$ cat src/rtl/vpkt_pkg.sv
package vpkt_pkg;

    localparam int BYTE_W = 8;
    localparam int CTRL_W = 2;
    localparam int ADDR_W = 3;

    typedef logic [BYTE_W-1:0] byte_t;
    typedef logic [CTRL_W-1:0] ctrl_t;
    typedef logic [ADDR_W-1:0] addr_t;

    // Packed so that ctrl lands in [7:6], dest in [5:3], src in [2:0]
    typedef struct packed {
        ctrl_t ctrl;
        addr_t dest;
        addr_t src;
    } hdr_t;

    typedef enum logic [1:0] {
        TX_IDLE = 2'd0,
        TX_LOAD = 2'd1,
        TX_SEND = 2'd2
    } tx_state_e;

    typedef enum logic {
        RX_HDR = 1'b0,
        RX_PAY = 1'b1
    } rx_state_e;

    function automatic hdr_t build_header(ctrl_t c, addr_t d, addr_t s);
        hdr_t h;
        h.ctrl = c;
        h.dest = d;
        h.src  = s;
        return h;
    endfunction

    // Keep a packet only if it is addressed here and was not sent from here
    function automatic logic header_wanted(hdr_t h, addr_t me);
        return (h.dest == me) && (h.src != me);
    endfunction

endpackage

$ cat src/rtl/vpkt_tx_assembler.sv
module vpkt_tx_assembler
    import vpkt_pkg::*;
#(
    parameter int SAMPLES = 4,
    parameter int CNT_W   = 8
) (
    input  logic             clk,
    input  logic             rst,
    input  hdr_t             cfg_hdr,
    input  logic [CNT_W-1:0] obuf_count,
    input  byte_t            obuf_data,
    output logic             obuf_rd,
    output byte_t            tx_data,
    output logic             tx_valid,
    input  logic             tx_ready,
    input  logic             tx_collide
);

    localparam int IDX_W = $clog2(SAMPLES + 1);
    localparam int SEL_W = (SAMPLES > 1) ? $clog2(SAMPLES) : 1;

    tx_state_e        state;
    logic [IDX_W-1:0] idx;
    hdr_t             hdr_q;
    byte_t            hold [SAMPLES];
    logic [SEL_W-1:0] sel;

    assign obuf_rd  = (state == TX_LOAD);
    assign tx_valid = (state == TX_SEND);
    assign sel      = SEL_W'(idx - IDX_W'(1));

    always_comb begin
        if (idx == '0) tx_data = byte_t'(hdr_q);
        else           tx_data = hold[sel];
    end

    // One capture register per sample slot
    for (genvar g = 0; g < SAMPLES; g++) begin : g_hold
        always_ff @(posedge clk) begin
            if (rst)
                hold[g] <= '0;
            else if (state == TX_LOAD && idx == IDX_W'(g))
                hold[g] <= obuf_data;
        end
    end

    always_ff @(posedge clk) begin
        if (rst) begin
            state <= TX_IDLE;
            idx   <= '0;
            hdr_q <= '0;
        end else begin
            unique case (state)
                TX_IDLE: begin
                    if (obuf_count >= CNT_W'(SAMPLES)) begin
                        state <= TX_LOAD;
                        idx   <= '0;
                        hdr_q <= cfg_hdr;
                    end
                end
                TX_LOAD: begin
                    if (idx == IDX_W'(SAMPLES - 1)) begin
                        state <= TX_SEND;
                        idx   <= '0;
                    end else begin
                        idx <= idx + IDX_W'(1);
                    end
                end
                TX_SEND: begin
                    if (tx_collide) begin
                        idx <= '0;
                    end else if (tx_ready) begin
                        if (idx == IDX_W'(SAMPLES)) begin
                            state <= TX_IDLE;
                            idx   <= '0;
                        end else begin
                            idx <= idx + IDX_W'(1);
                        end
                    end
                end
                default: begin
                    state <= TX_IDLE;
                    idx   <= '0;
                end
            endcase
        end
    end

endmodule

$ cat src/rtl/vpkt_gap_timer.sv
module vpkt_gap_timer #(
    parameter int LIMIT = 8
) (
    input  logic clk,
    input  logic rst,
    input  logic run,
    input  logic kick,
    output logic expired
);

    localparam int CW = $clog2(LIMIT + 1);

    logic [CW-1:0] cnt;

    assign expired = run && !kick && (cnt == CW'(LIMIT - 1));

    always_ff @(posedge clk) begin
        if (rst || kick || !run)
            cnt <= '0;
        else if (!expired)
            cnt <= cnt + CW'(1);
    end

endmodule

$ cat src/rtl/vpkt_rx_filter.sv
module vpkt_rx_filter
    import vpkt_pkg::*;
#(
    parameter int SAMPLES   = 4,
    parameter int GAP_LIMIT = 8
) (
    input  logic  clk,
    input  logic  rst,
    input  addr_t station,
    input  byte_t rx_data,
    input  logic  rx_valid,
    output byte_t ib_data,
    output logic  ib_we
);

    localparam int CW = (SAMPLES > 1) ? $clog2(SAMPLES) : 1;

    rx_state_e     state;
    logic [CW-1:0] cnt;
    logic          keep;
    logic          gap_expired;

    vpkt_gap_timer #(
        .LIMIT (GAP_LIMIT)
    ) i_gap (
        .clk     (clk),
        .rst     (rst),
        .run     (state == RX_PAY),
        .kick    (rx_valid),
        .expired (gap_expired)
    );

    always_ff @(posedge clk) begin
        if (rst) begin
            state   <= RX_HDR;
            cnt     <= '0;
            keep    <= 1'b0;
            ib_we   <= 1'b0;
            ib_data <= '0;
        end else begin
            ib_we <= 1'b0;
            unique case (state)
                RX_HDR: begin
                    if (rx_valid) begin
                        keep  <= header_wanted(hdr_t'(rx_data), station);
                        cnt   <= '0;
                        state <= RX_PAY;
                    end
                end
                RX_PAY: begin
                    if (rx_valid) begin
                        if (keep) begin
                            ib_we   <= 1'b1;
                            ib_data <= rx_data;
                        end
                        if (cnt == CW'(SAMPLES - 1)) begin
                            state <= RX_HDR;
                            cnt   <= '0;
                        end else begin
                            cnt <= cnt + CW'(1);
                        end
                    end else if (gap_expired) begin
                        state <= RX_HDR;
                        cnt   <= '0;
                    end
                end
                default: state <= RX_HDR;
            endcase
        end
    end

endmodule

$ cat src/rtl/vpkt_engine.sv
module vpkt_engine
    import vpkt_pkg::*;
#(
    parameter int SAMPLES     = 4,
    parameter int CNT_W       = 8,
    parameter int BYTE_CYCLES = 4
) (
    input  logic             clk,
    input  logic             rst,
    input  logic [1:0]       cfg_ctrl,
    input  logic [2:0]       cfg_dest,
    input  logic [2:0]       cfg_station,
    input  logic [CNT_W-1:0] obuf_count,
    input  logic [7:0]       obuf_data,
    output logic             obuf_rd,
    output logic [7:0]       tx_data,
    output logic             tx_valid,
    input  logic             tx_ready,
    input  logic             tx_collide,
    input  logic [7:0]       rx_data,
    input  logic             rx_valid,
    output logic [7:0]       ib_data,
    output logic             ib_we
);

    localparam int GAP_LIMIT = 2 * BYTE_CYCLES;

    hdr_t cfg_hdr;

    assign cfg_hdr = build_header(cfg_ctrl, cfg_dest, cfg_station);

    vpkt_tx_assembler #(
        .SAMPLES (SAMPLES),
        .CNT_W   (CNT_W)
    ) i_tx (
        .clk        (clk),
        .rst        (rst),
        .cfg_hdr    (cfg_hdr),
        .obuf_count (obuf_count),
        .obuf_data  (obuf_data),
        .obuf_rd    (obuf_rd),
        .tx_data    (tx_data),
        .tx_valid   (tx_valid),
        .tx_ready   (tx_ready),
        .tx_collide (tx_collide)
    );

    vpkt_rx_filter #(
        .SAMPLES   (SAMPLES),
        .GAP_LIMIT (GAP_LIMIT)
    ) i_rx (
        .clk      (clk),
        .rst      (rst),
        .station  (cfg_station),
        .rx_data  (rx_data),
        .rx_valid (rx_valid),
        .ib_data  (ib_data),
        .ib_we    (ib_we)
    );

endmodule

$ cat config.mk
export PLATFORM = sky130hd
export DESIGN_NAME = vpkt_engine
export DESIGN_NICKNAME = d
export VERILOG_FILES = /design/src/rtl/vpkt_pkg.sv /design/src/rtl/vpkt_tx_assembler.sv /design/src/rtl/vpkt_gap_timer.sv /design/src/rtl/vpkt_rx_filter.sv /design/src/rtl/vpkt_engine.sv
export SDC_FILE = /design/constraint.sdc
export NUM_CORES = 1
export LEC_CHECK = 0
export ABC_AREA = 1
export BUFFER_PORTS_ARGS = -buffer_cell sky130_fd_sc_hd__buf_2
export CAP_MARGIN = 20
export CELL_PAD_IN_SITES_DETAIL_PLACEMENT = 1
export CELL_PAD_IN_SITES_GLOBAL_PLACEMENT = 2
export CORE_MARGIN = 2
export CORE_UTILIZATION = 37
export CTS_BUF_LIST = sky130_fd_sc_hd__clkbuf_8
export DETAILED_ROUTE_END_ITERATION = 7
export GPL_TIMING_DRIVEN = 0
export HOLD_SLACK_MARGIN = 0.08
export PLACE_DENSITY_LB_ADDON = 0.2
export SLEW_MARGIN = 5
export SYNTH_ARGS = -nofsm -noshare
export SYNTH_HDL_FRONTEND = slang
export SYNTH_SLANG_ARGS = --single-unit
$ cat constraint.sdc
create_clock -name clk -period 3.1 [get_ports clk]
set_input_delay 0.155 -clock clk [delete_from_list [all_inputs] [get_ports clk]]
set_output_delay 0.155 -clock clk [all_outputs]
set_load 0.1 [all_outputs]
# Word-level counts from Yosys, hierarchy flattened
# Memories as Yosys holds them, arrays and structs flattened.
# Index checks and enable logic that the tools add are counted.
# word_totals
register_bits,30
latchBits,0
mem_bits_rw,32
mem_bits_ro,0
inputBits,37
out_inout_bits,19
word_cells,103
mem_count,1
# op_classes
addsub,4
n_mul,0
n_div,0
order_cmp,1
n_eq_ne,18
n_shift,0
muxes,42
n_bitwise,6
reduce_logical,20
# mem_list
name,words,width,read_ports,rd_clocked_by_memory_dff,write_ports,line,source
i_tx.hold,4,8,1,0,4,vpkt_tx_assembler.sv:25,byte_t hold [SAMPLES];
# op_table
cell,n
$mux 8,5
$mux 1,19
$mux 2,9
$mux 3,5
$pmux 3 s3,1
$ge 8x3->1 const B,1
$ne 2x1->1 const B,4
$reduce_and 2->1,4
$logic_and 1x1->1,7
$eq 3x2->1 const B,2
$pmux 2 s3,1
$reduce_and 5->1,1
$add 4x1->4 const B,1
$eq 2x2->1 const B,2
$eq 4x3->1 const B,1
$ne 2x2->1 const B,2
$or 1x1->1,4
$pmux 2 s2,1
$add 3x1->3 const B,1
$eq 3x1->1 const B,1
$eq 3x3->1,1
$eq 3x3->1 const B,1
$logic_not 3->1,1
$ne 3x1->1 const B,1
other kinds (12),15

# Longest topological paths before layout
# Gate-level depths: netlist of run 1.
# logic_depth
word_depth,6
mapped_depth,12
mapped_depth_nobuf,10

# Modules after synthesis
# Synthesis of run 1 repeated with hierarchy kept, for this count alone.
# unflattened
cells_unflattened,373
hier_area_um2,3119.2
# by_module_without_submodules
mod,instances,cells_per_inst,area_per_inst_um2,seq_area_each_um2
vpkt_tx_assembler,1,264,2313.5,1221.2
vpkt_rx_filter,1,81,594.3,260.2
vpkt_gap_timer,1,28,211.5,80.1

# Worst setup path before layout of run 1
# No wires, ideal clock.
# synth_timing
kind,reg-to-output
startpoint,register i_tx.idx[0]
endpoint,output port tx_data[0]
arrival_time_ns,3.050
t_required_ns,2.945
setup_slack_ns,-0.105
stages_incl_launch_ff,10
cell_sequence,dfxtp_1 buf_4 inv_2 buf_4 ha_1 buf_2 inv_2 nor2_1 o21ai_1 a31oi_1
# synth_via
elab_chain_cells,3
# synth_rtl
element,line,source
"start, declared",vpkt_tx_assembler.sv:23,logic [IDX_W-1:0] idx;
"start signal, assigned",vpkt_tx_assembler.sv:66,idx <= idx + IDX_W'(1);
"start signal, assigned",vpkt_tx_assembler.sv:77,idx <= idx + IDX_W'(1);
$sub 2x1->2,vpkt_tx_assembler.sv:30,assign sel = SEL_W'(idx - IDX_W'(1));
$mem_v2 4x8,-,
$mux 8 *,vpkt_tx_assembler.sv:33,if (idx == '0) tx_data = byte_t'(hdr_q);
"end, declared",vpkt_engine.sv:16,"output logic [7:0] tx_data,"
# Every way passes the cells marked *; elsewhere a longest branch is shown, timed or not.

# Final worst setup path of run 1
# layout_timing
startpoint,register i_tx.idx[0]
endpoint,output port tx_data[6]
# The elaborated chain is that of the path after synthesis.

==> reports/results.md, run 1 <==
• 0.51 ns — reg2reg setup slack
• 0.8541 ns — pin slew with the least headroom to its limit
• 4 — 1st-pass router iterations
• finished, final reports clean — outcome
• 0.01129 ns — Post-Route Skew
• buffers and inverters — top cell family by delay on the critical path
• 92.91% — final worst-path cycle share
• 0 — antenna violation net count after detailed routing
• 11 — critical-path maximum fanout
• 0.34 ns — Clock Latency Late Sink
• 7 — worst-case reg-to-reg path depth
• cfg_dest[2] — start point of the worst min-delay path
• 62 — total of flip-flops plus latches after synthesis
• 12 — largest net degree at the start of global routing
• 478 — number of nets at the end of the flow
• 0 — sum of overflow across all layers after global routing
• 0 — antenna violations before repair
• flop — nature of the critical path startpoint
• 23.27% — met1 track demand over resource in global routing
• 886.6 mW/mm^2 — power density cells
• 19.80% — Total Routing Usage GR
• 32 — count of flip-flops with a built-in enable after synthesis
• i_tx.hold[0][1] — terminus of the critical flop-to-flop path
• 8.465 sq um — average footprint of a synthesized cell
• sky130_fd_sc_hd__edfxtp_1 — Post-synth top flop
• 2.880 ns — shortest clock period the worst path allows after layout
• 62 — Sink Count
• 0.001664 uW — static leakage power
• in -> reg — Hold WC Path Type
• 358 — gate count after technology mapping
• i_tx.hdr_q[5] — endpoint of the worst hold path
• 0 — antenna diode count
• 9 — number of CTS-inserted buffers
• 0.07 ns — clock-pin transition on the worst setup and hold timing paths
• 0.4847 ns — DP Worst Slack
• 31 — number of different library cells in the post-synthesis netlist
• 0 — Fin. Hold Viols
• 94.50 microns — Die Y
• 37.45% — initial cell density of the core
• 0.2197 ns — minimum setup slack in the final design
• sky130_fd_sc_hd__edfxtp_1, sky130_fd_sc_hd__dfxtp_1, sky130_fd_sc_hd__nor2_1 — cell types with the largest area share after synthesis
• 3 — worst hold path depth
• 0.008093 sq mm — total core area
• yes — clock tree from TritonCTS
• 2 — number of buffers between clock root and the deepest sink
• 0 — maximum capacitance violations
• reg -> out — start-to-end type of the worst setup path
• 407 — total nets after synthesis
• met2 — most congested layer reported by global routing
• 0 — DRC viols
• 42.68% — remaining max-slew budget at the tightest pin
• no — unrepaired setup endpoints after global routing
• i_tx.idx[0] — reg-to-reg startpoint
• 2672 — number of global-route vias before repair
• 14.72 microns — routed wirelength normalized by instance count
• sky130_fd_sc_hd__nor2_1 — most numerous cell in the Yosys netlist
• 0 — Max Slew Vio Count
• 0.008930 sq mm — total die area
• 0.42 ns — delay of the slowest cell on the worst path
• 347.2 MHz — timing-limited maximum frequency
• primary output — CP endpoint kind
• 35.54% — met2 usage in global routing
• 0.7811 — Final Wtd Congestion
• 0.0003665 V — worst supply voltage drop on vdd
• 31.71% — fraction of synthesized cell area taken by the top area cell type
• 2.94 ns — Worst EP required
• 94.50 microns — overall die width
• 2.73 ns — arrival time at the worst endpoint
• 3 — maximum level of the CTS H-tree
• 53 — count of port buffers added during placement
• 0.003030 sq mm — post-synth design cell area
• 0 ns — post-route setup TNS
• 4.820 — routed via count divided by cell count
• sky130_fd_sc_hd__clkbuf_8 — clock tree root buffer cell
• 4.709% — GR met3 Demand/Resource
• 33 — number of standard-cell rows in the floorplan
• 75 — Iteration-0 DRC Markers
• 13120 microns — global-route wire length before repair
• 3348 uW — Total Power
• 51.53% — sequential element share of the synthesized area
• 2598 — count of vias placed by the detailed router
• 24.61% — layout overhead on the synthesized area
• 6 — crit path buf inv count
• 0 — Synthesis Warnings
• sky130_fd_sc_hd__buf_2 — Critical Path Slowest Stage Cell
• buf_4 -> inv_2 -> buf_4 -> ha_1 -> buf_2 -> inv_2 -> o21ai_0 -> o22ai_1 -> nand2_1 -> nand2_1 -> buf_2 — Critical Path, Cell by Cell
• sky130_fd_sc_hd__nor2_1, sky130_fd_sc_hd__nand2_1, sky130_fd_sc_hd__edfxtp_1 — top cells by count, synth
• 7932 microns — Routed WL
• 0% — fraction of synthesis flops using an asynchronous set or reset pin
• 24.19% — share of post-route cells with drive strength above 1
• 0.09617 ns — hold slack final
• 0 — final setup fails
• 5813 microns — sum of net half-perimeters after detailed placement
• sky130_fd_sc_hd__edfxtp_1 — cell type with the highest aggregate area in the netlist
• 56 — IO Pins
==> worst max-delay path by stage <==
stage / start / end / slack (ns) / depth (start not counted)
after floorplan: i_tx.state[1] / i_tx.hold[3][0] / 0.49 / 5
after global placement: i_tx.idx[0] / i_tx.hold[0][3] / 0.50 / 7
after detailed placement: i_tx.idx[0] / i_tx.hold[0][7] / 0.48 / 7
after CTS: i_tx.idx[0] / tx_data[5] / 0.11 / 10
after global routing: i_tx.idx[0] / tx_data[6] / 0.0005 / 11
final: i_tx.idx[0] / tx_data[6] / 0.22 / 11
==> power by group <==
group          internal (uW)  switching [uW]  total (uW)  leakage (uW)
clock network            530             334         864      0.000119
logic                    312            1140        1450      0.000967
registers                984            51.1        1040      0.000578
total                   1830            1520        3350       0.00166
==> routing by layer <==
metal  up-vias  part of all wire (%)
met2        38                    52
met1      1233                    43
li1       1320                     -
met5         -                     0
met3         7                   3.7
met4         0                   1.4
==> registers in the layout, indices dropped and copies added (netlist names) <==
signal and cells:
i_rx.ib_we 1, i_rx.i_gap.cnt 4, i_rx.keep 1, i_rx.cnt 2, i_tx.hdr_q 8, i_rx.state 1
i_rx.ib_data 8, i_tx.hold 32, i_tx.idx 3, i_tx.state 2
==> kinds of logic after synthesis <==
family                     after synthesis  synth area share (%)
and+or+nand+nor                        167                 23.04
DFF                                     62                 51.53
AOI/OAI and AO/OA                       62                 11.89
xor gates and xnor gates                 6                 1.734
buffers and inverters                   49                 6.854
adders and majority gates               12                 4.954
==> worst min-delay path, delay by kind of cell <==
kind            cells  cell delay [ns]
compound gates      1             0.08
buf+inv             1             0.07
simple gates        1             0.09
==> what timing repair did <==
action	4_1_cts	5_1_grt
setup endpoints to repair	0	1
buffers inserted	0	0
gates resized for setup	0	1
hold buffers	6	0
endpoints found under the hold margin	8	0
==> cells in the final DEF (no fill, tap or decap), types with 2 or more instances in the layout <==
cell type	instances
sky130_fd_sc_hd__a21oi_1	8
sky130_fd_sc_hd__a21oi_2	8
sky130_fd_sc_hd__a31oi_2	7
sky130_fd_sc_hd__buf_2	56
sky130_fd_sc_hd__buf_4	4
sky130_fd_sc_hd__bufinv_16	3
sky130_fd_sc_hd__clkbuf_1	2
sky130_fd_sc_hd__clkbuf_8	9
sky130_fd_sc_hd__clkinv_1	3
sky130_fd_sc_hd__dfxtp_1	30
sky130_fd_sc_hd__dlygate4sd3_1	6
sky130_fd_sc_hd__edfxtp_1	32
sky130_fd_sc_hd__ha_1	12
sky130_fd_sc_hd__inv_1	30
sky130_fd_sc_hd__inv_2	8
sky130_fd_sc_hd__nand2_1	38
sky130_fd_sc_hd__nand3_1	13
sky130_fd_sc_hd__nand4_1	4
sky130_fd_sc_hd__nor2_1	105
sky130_fd_sc_hd__nor3_1	2
sky130_fd_sc_hd__o21ai_0	12
sky130_fd_sc_hd__o21ai_1	23
sky130_fd_sc_hd__xnor2_1	4
sky130_fd_sc_hd__xor2_1	2
==> per-stage QoR <==
step           utilization (%)  instance area (sq um)  instances
3_5_place_dp             42.98                   3478        517
6_report                 46.66                   3776        539
5_1_grt                  46.66                   3776        539
4_1_cts                  46.63                   3774        539
2_1_floorplan                -                   3074        358
3_3_place_gp             42.89                   3471        516
==> area by class of cell <==
class	instances	area, sq um
Sequential cell	62	1562
Timing Repair Buffer	60	335.3
Clock buffer	9	123.9
Multi-Input combinational cell	247	1305
Tap cell	105	131.4
Fill cell	1012	4317
Inverter	39	146.4
Clock inverter	7	111.4
Buffer	10	61.31
(Power assumes the default switching activity.)
==> run 2: changes to the inputs <==
==> constraint.sdc (replaced) <==
create_clock -name clk -period 3.6 [get_ports clk]
set_input_delay 0.18 -clock clk [delete_from_list [all_inputs] [get_ports clk]]
set_output_delay 0.18 -clock clk [all_outputs]
set_load 0.1 [all_outputs]
==> run 2 against run 1 <==
Net effect:
- power shrank 16%
- core utilization shrank 1.3 points
- combinational power shrank 17%
- die area is the same
- non-clock buffer count shrank 5
- worst hold slack gained 0.017 ns
- global-route usage grew 0.22 points
- clock skew grew 0.00063 ns
- routed wire length grew 1.9%
- worst setup slack gained 0.34 ns
- clock power shrank 17%
- first-iteration DRC count grew 44%
- critical endpoint is now tx_data[1]
- largest power group unchanged
==> reports/results.md, run 2 (synthesized netlist as in run 1, its figures left out) <==
• 20.01% — Total Routing Usage GR, +0.22 points
• 3.040 ns — shortest clock period the worst path allows after layout
• 0.33 ns — Clock Latency Late Sink, about the same
• 31.6% — sequential power share, +0.7 points
• 13340 microns — global-route wire length before repair, +1.6%
• 0.01192 ns — Post-Route Skew, +0.0006318 ns
• 2 — number of buffers between clock root and the deepest sink, unchanged
• 0.001639 uW — static leakage power, -1.5%
• sky130_fd_sc_hd__nor2_1 — most common cell after layout, fill and taps aside
• 1544 uW — cell-internal power, -15%
• 45.36% — post-layout util, -1.3 points
• 1279 uW — switching power, -16%
• 0 — Fin. Hold Viols, unchanged
• 40.68% — remaining max-slew budget at the tightest pin, -2.0 points
• 2.86 ns — arrival time at the worst endpoint, +0.13 ns
• 56 — IO Pins, unchanged
• 0.06 ns — clock-pin transition on the worst setup and hold timing paths, about the same
• sky130_fd_sc_hd__clkbuf_8 — clock tree root buffer cell
• 9 — number of CTS-inserted buffers, unchanged
• sky130_fd_sc_hd__nor2_1, sky130_fd_sc_hd__buf_2, sky130_fd_sc_hd__nand2_1 — commonest cells after routing, fill and taps aside
• 62 — Sink Count, unchanged
• 329.0 MHz — timing-limited maximum frequency
• 32 — max reg flops, unchanged
• 0 — sum of overflow across all layers after global routing, unchanged
• 8085 microns — Routed WL, +1.9%
• i_tx.hold — top register by number of flip-flops
• 2705 — number of global-route vias before repair, +1.2%
• 0 ns — post-route setup TNS, unchanged
• 0.7487 — Final Wtd Congestion, -4.1%
• 11 — critical-path maximum fanout, unchanged
• 0 — antenna violations before repair, unchanged
• 0.8839 ns — pin slew with the least headroom to its limit, +0.02984 ns
• 473 — number of nets at the end of the flow, -1.0%
• 0 — antenna diode count, unchanged
• 0.008930 sq mm — total die area, unchanged
• 2616 — count of vias placed by the detailed router, +0.69%
• 0 — number of setup buffers added after CTS, unchanged
• 94.50 microns — Die Y, unchanged
• 0.003435 sq mm — total placed instance area, -1.3%
• 33 — number of standard-cell rows in the floorplan, unchanged
• 0.003671 sq mm — Final Cell Area, -2.8%
• primary output — CP endpoint kind
• 0 — maximum capacitance violations, unchanged
• 0 — DRC viols, unchanged
• 25.4% — part of the total power dissipated in the clock network, -0.4 points
• 4.908 — routed via count divided by cell count, +1.8%
• 0 — Max Slew Vio Count, unchanged
• 0 — final setup fails, unchanged
• no — unrepaired setup endpoints after global routing
• 5988 microns — sum of net half-perimeters after detailed placement, +3.0%
• 15.17 microns — routed wirelength normalized by instance count, +3.1%
• 22.66% — share of post-route cells with drive strength above 1, -1.5 points
• 4 — 1st-pass router iterations, unchanged
• 12 — largest net degree at the start of global routing, unchanged
• finished, final reports clean — outcome
• reg -> out — start-to-end type of the worst setup path
• 0 — number of cells upsized or downsized after cts, unchanged
• 0.0002673 V — worst supply voltage drop on vdd, -27%
• flop — nature of the critical path startpoint
• i_tx.hold x32, i_rx.ib_data x8, i_tx.hdr_q x8 — registers with the most flip-flops
• 53 — count of port buffers added during placement, unchanged
• 21.14% — layout overhead on the synthesized area
• 0.008093 sq mm — total core area, unchanged
• 37.45% — initial cell density of the core, unchanged
• 43.0% — combinational share of power, -0.3 points
• 768.9 mW/mm^2 — power density cells, -13%
• 3 — maximum level of the CTS H-tree, unchanged
• 0 — antenna violation net count after detailed routing, unchanged
• yes — clock tree from TritonCTS
• 45.31% — Switching Share, -0.14 points
• 108 — Iteration-0 DRC Markers, +44%
• in -> reg — Hold WC Path Type
• 94.50 microns — overall die width, unchanged
• 3.42 ns — Worst EP required, +0.48 ns
• 84.43% — final worst-path cycle share
==> run 2: cell count changes in the layout (fill, tap and decap cells not counted), sizes merged <==
cell / change
dlygate4sd3: -5
clkbuf: -1
buf: +1
clkinv: -1
==> run 2: per-stage QoR <==
stage | power (uW) | cells | setup WS [ns] | hold slack (ns)
after floorplan | 1854 | 358 | 0.3700 | 0.2491
after global placement | 2105 | 516 | 0.9431 | 0.4000
after detailed placement | 2122 | 517 | 0.9039 | 0.4005
after CTS | 2843 | 533 | 0.5372 | 0.09393
after global routing | 2990 | 533 | 0.3683 | 0.1183
final | 2822 | 533 | 0.5605 | 0.1136
==> run 2: routing by layer <==
layer	up-vias	track usage, %	part of all wire, %
li1	1304	-	-
met1	1250	23.42	44
met2	45	34.82	49
met3	17	4.469	4.2
met4	0	9.420	2.9
met5	-	0	0
==> run 2: final cells by class <==
type                    count  area [sq um]
well taps                 105         131.4
fillers                  1024          4422
clock inverters             6         102.6
flip-flops and latches     62          1562
plain buffers              10         61.31
multi-input cells         247          1261
repair buffers             55         282.8
inverters                  39         146.4
clock buffers               9         123.9
==> run 2: path summary, 6_finish.rpt <==
check                       start              end  slack [ns]  depth (start not counted)
setup reg to reg      i_tx.idx[0]  i_tx.hold[0][0]        0.99                          7
hold reg to reg   i_rx.ib_data[7]  i_rx.ib_data[7]        0.45                          2
hold / removal        cfg_ctrl[1]    i_tx.hdr_q[7]        0.11                          3
setup / recovery      i_tx.idx[0]       tx_data[1]        0.56                         10
==> run 2: timing repair <==
item	in CTS	in global routing
endpoints found under the hold margin	3	0
setup endpoints to repair	0	0
hold buffers	1	0
==> run 2: power by group through the flow <==
stage / logic [uW] / clock network, uW / registers (uW)
final: 1210 / 716 / 892
after global routing: 1330 / 756 / 903
after CTS: 1220 / 728 / 894
after detailed placement: 1210 / 0 / 908
after global placement: 1200 / 0 / 904
after floorplan: 944 / 0 / 911
==> run 2: worst max-delay path: stages (launching register included) <==
cell,delay [ns]
sky130_fd_sc_hd__dfxtp_1,0.37
sky130_fd_sc_hd__buf_4,0.20
sky130_fd_sc_hd__inv_2,0.12
sky130_fd_sc_hd__buf_4,0.20
sky130_fd_sc_hd__ha_1,0.28
sky130_fd_sc_hd__buf_2,0.24
sky130_fd_sc_hd__inv_2,0.14
sky130_fd_sc_hd__nor2_1,0.16
sky130_fd_sc_hd__o21ai_1,0.08
sky130_fd_sc_hd__a31oi_1,0.26
sky130_fd_sc_hd__buf_2,0.48
==> run 3: changes to the inputs <==
--- a/config.mk
+++ b/config.mk
@@ -11,7 +11,7 @@
 export CELL_PAD_IN_SITES_DETAIL_PLACEMENT = 1
 export CELL_PAD_IN_SITES_GLOBAL_PLACEMENT = 2
 export CORE_MARGIN = 2
-export CORE_UTILIZATION = 37
+export CORE_UTILIZATION = 31
 export CTS_BUF_LIST = sky130_fd_sc_hd__clkbuf_8
 export DETAILED_ROUTE_END_ITERATION = 7
 export GPL_TIMING_DRIVEN = 0
==> constraint.sdc (replaced) <==
create_clock -name clk -period 2.5 [get_ports clk]
set_input_delay 0.125 -clock clk [delete_from_list [all_inputs] [get_ports clk]]
set_output_delay 0.125 -clock clk [all_outputs]
set_load 0.1 [all_outputs]
==> run 3 against run 2 <==
Net effect:
- cell area increased by 8.7%
- count of clock-buffer cells in the layout unchanged
- via count up 0.69%
- register-to-register slack got worse by 0.63 ns
- worst hold slack worse by 0.0032 ns
- routed wire length is 5.5% higher
- worst setup slack worse by 0.39 ns
- largest power group unchanged
==> reports/results.md, run 3 (synthesized netlist as in run 1, its figures left out) <==
• finished, final reports clean — outcome
• 2 — number of buffers between clock root and the deepest sink, unchanged
• 14.81 microns — routed wirelength normalized by instance count, -2.3%
• 0.01326 ns — Post-Route Skew, +0.001340 ns
• 1980 uW — switching power, +55%
• 11 — critical-path maximum fanout, unchanged
• 2796 — number of global-route vias before repair, +3.4%
• 0.003989 sq mm — Final Cell Area, +8.7%
• 8533 microns — Routed WL, +5.5%
• 31.63% — layout overhead on the synthesized area
• in -> reg — Hold WC Path Type
• 2.38 ns — Worst EP required, -1.04 ns
• 428.7 MHz — timing-limited maximum frequency
• 0 — sum of overflow across all layers after global routing, unchanged
• 61.72% — remaining max-slew budget at the tightest pin, +21 points
• 0 — Fin. Hold Viols, unchanged
• 0.003540 sq mm — total placed instance area, +3.1%
• met2 — most congested layer reported by global routing
• 2.333 ns — shortest clock period the worst path allows after layout
• i_tx.idx[0] — reg-to-reg startpoint
• 0.01058 sq mm — total die area, +18%
• 4.573 — routed via count divided by cell count, -6.8%
• 112 — Iteration-0 DRC Markers, +3.7%
• reg -> out — start-to-end type of the worst setup path
• 0.5741 ns — pin slew with the least headroom to its limit, -0.3098 ns
• 0.08 ns — clock-pin transition on the worst setup and hold timing paths, +0.02 ns
• i_tx.hold — top register by number of flip-flops
• 3 — maximum level of the CTS H-tree, unchanged
• 2.21 ns — arrival time at the worst endpoint, -0.65 ns
• 1079 mW/mm^2 — power density cells, +40%
• 576 — Finished Layout Cells, +8.1%
• 93.32% — final worst-path cycle share
• sky130_fd_sc_hd__nor2_1, sky130_fd_sc_hd__buf_2, sky130_fd_sc_hd__nand2_1 — commonest cells after routing, fill and taps aside
• primary output — CP endpoint kind
• 3.525% — GR met3 Demand/Resource, -0.94 points
• 23.5% — part of the total power dissipated in the clock network, -1.9 points
• 46.6% — combinational share of power, +3.6 points
• 0.0003756 V — worst supply voltage drop on vdd, +41%
• sky130_fd_sc_hd__nor2_1 — most common cell after layout, fill and taps aside
• 29.9% — sequential power share, -1.7 points
• 0 — antenna violation net count after detailed routing, unchanged
• 20.56% — met1 track demand over resource in global routing, -2.9 points
• 9 — number of CTS-inserted buffers, unchanged
• 1196 — final-layout fill cell count, +17%
• yes — clock tree from TritonCTS
• 17.69% — Total Routing Usage GR, -2.3 points
• 13 — largest net degree at the start of global routing, +1
• 7 — worst-case reg-to-reg path depth, unchanged
• 0 — Max Slew Vio Count, unchanged
• 46.00% — Switching Share, +0.69 points
• 0 — antenna violations before repair, unchanged
• 0.009639 sq mm — total core area, +19%
• 32 — max reg flops, unchanged
• flop — nature of the critical path startpoint
• 0.35 ns — Clock Latency Late Sink, +0.02 ns
• 545 — Inst Count DP, +5.4%
• 2634 — count of vias placed by the detailed router, +0.69%
• 102.9 microns — Die Y, +8.9%
• rx_valid — start point of the worst min-delay path
• i_rx.cnt[1] — endpoint of the worst hold path
• 62 — Sink Count, unchanged
• 32.38% — met2 usage in global routing, -2.4 points
• 56 — IO Pins, unchanged
• 31.44% — initial cell density of the core, -6.0 points
• 487 — number of nets at the end of the flow, +3.0%
• 0 — maximum capacitance violations, unchanged
• 0.001708 uW — static leakage power, +4.2%
• 4 — 1st-pass router iterations, unchanged
• 0.7867 — Final Wtd Congestion, +5.1%
• 36 — number of standard-cell rows in the floorplan, +9.1%
• 6124 microns — sum of net half-perimeters after detailed placement, +2.3%
• 2325 uW — cell-internal power, +51%
• 53 — count of port buffers added during placement, unchanged
• 24.83% — share of post-route cells with drive strength above 1, +2.2 points
• 0 — DRC viols, unchanged
• no — unrepaired setup endpoints after global routing
• 13800 microns — global-route wire length before repair, +3.5%
• i_tx.hold[0][3] — terminus of the critical flop-to-flop path
• sky130_fd_sc_hd__clkbuf_8 — clock tree root buffer cell
• i_tx.hold x32, i_rx.ib_data x8, i_tx.hdr_q x8 — registers with the most flip-flops
• 102.9 microns — overall die width, +8.9%
• 3 — worst hold path depth, unchanged
• 0 — antenna diode count, unchanged
• 0 — final setup fails, unchanged
• 0.36 ns — reg2reg setup slack, -0.63 ns
-- run 3: changes by cell type in the layout (fill, tap and decap cells not counted), moves of 3 or more --
cell	previous run	this run
sky130_fd_sc_hd__buf_6	1	8
sky130_fd_sc_hd__a31oi_1	7	0
sky130_fd_sc_hd__a31oi_4	0	3
sky130_fd_sc_hd__dlygate4sd3_1	1	14
sky130_fd_sc_hd__a31oi_2	0	4
sky130_fd_sc_hd__buf_2	57	48
-- run 3: how the worst max path moves through the flow --
stage                startpoint               to
finish              i_tx.idx[0]       tx_data[4]
global route        i_tx.idx[0]       tx_data[6]
CTS                 i_tx.idx[0]       tx_data[6]
detailed placement  i_tx.idx[0]  i_tx.hold[0][2]
global placement    i_tx.idx[0]  i_tx.hold[0][2]
floorplan           i_tx.idx[0]       tx_data[0]
-- run 3: critical path, stage by stage, from the launching register on --
cell and delay, ns:
sky130_fd_sc_hd__dfxtp_2 0.35, sky130_fd_sc_hd__buf_6 0.11, sky130_fd_sc_hd__inv_4 0.05, sky130_fd_sc_hd__buf_6 0.15, sky130_fd_sc_hd__ha_1 0.28, sky130_fd_sc_hd__buf_4 0.18
sky130_fd_sc_hd__inv_4 0.08, sky130_fd_sc_hd__nor2_1 0.11, sky130_fd_sc_hd__o21ai_1 0.08, sky130_fd_sc_hd__a31oi_2 0.16, sky130_fd_sc_hd__buf_4 0.31
-- run 3: timing repair --
action | CTS | global route
setup buffers | 1 | 0
cloned | 0 | 0
pin swaps | 1 | 0
resized for setup | 23 | 3
hold buffers | 14 | 0
endpoints found under the hold margin | 16 | 0
setup endpoints to repair | 16 | 8
-- run 3: stage by stage --
step | utilization, % | power, uW | TNS (ns) | setup slack, ns | hold WS (ns)
3_5_place_dp | 36.72 | 3168 | -2.012 | -0.2333 | 0.3646
2_1_floorplan | - | 2769 | -0.05266 | -0.01319 | 0.1941
5_1_grt | 41.38 | 4552 | 0 | 0.004701 | 0.1168
4_1_cts | 41.28 | 4347 | 0 | 0.03780 | 0.09160
3_3_place_gp | 36.67 | 3138 | -1.732 | -0.2074 | 0.3624
6_report | 41.38 | 4305 | 0 | 0.1671 | 0.1104
-- run 3: power groups by stage --
stage          Clock, uW  Combinational [uW]  Sequential, uW
5_1_grt             1070                2170            1310
2_1_floorplan          0                1460            1310
3_5_place_dp           0                1850            1310
4_1_cts             1030                2020            1290
3_3_place_gp           0                1830            1310
6_report            1010                2010            1290
-- run 3: area by class of cell --
class | instances | area, sq um | share of cell area (%)
flip-flops and latches | 62 | 1563 | 39.18
multi-input cells | 247 | 1338 | 33.53
repair buffers | 69 | 476.7 | 11.95
well taps | 133 | 166.4 | 4.172
inverters | 39 | 151.4 | 3.795
clock buffers | 9 | 123.9 | 3.105
clock inverters | 7 | 96.34 | 2.415
plain buffers | 10 | 73.82 | 1.851
-- run 3: layer usage --
| layer | share of wire, % | vias to the layer above |
|---|---|---|
| met5 | 0 | - |
| met4 | 1.3 | 0 |
| met3 | 3.7 | 9 |
| met2 | 52 | 43 |
| met1 | 43 | 1247 |
| li1 | - | 1335 |
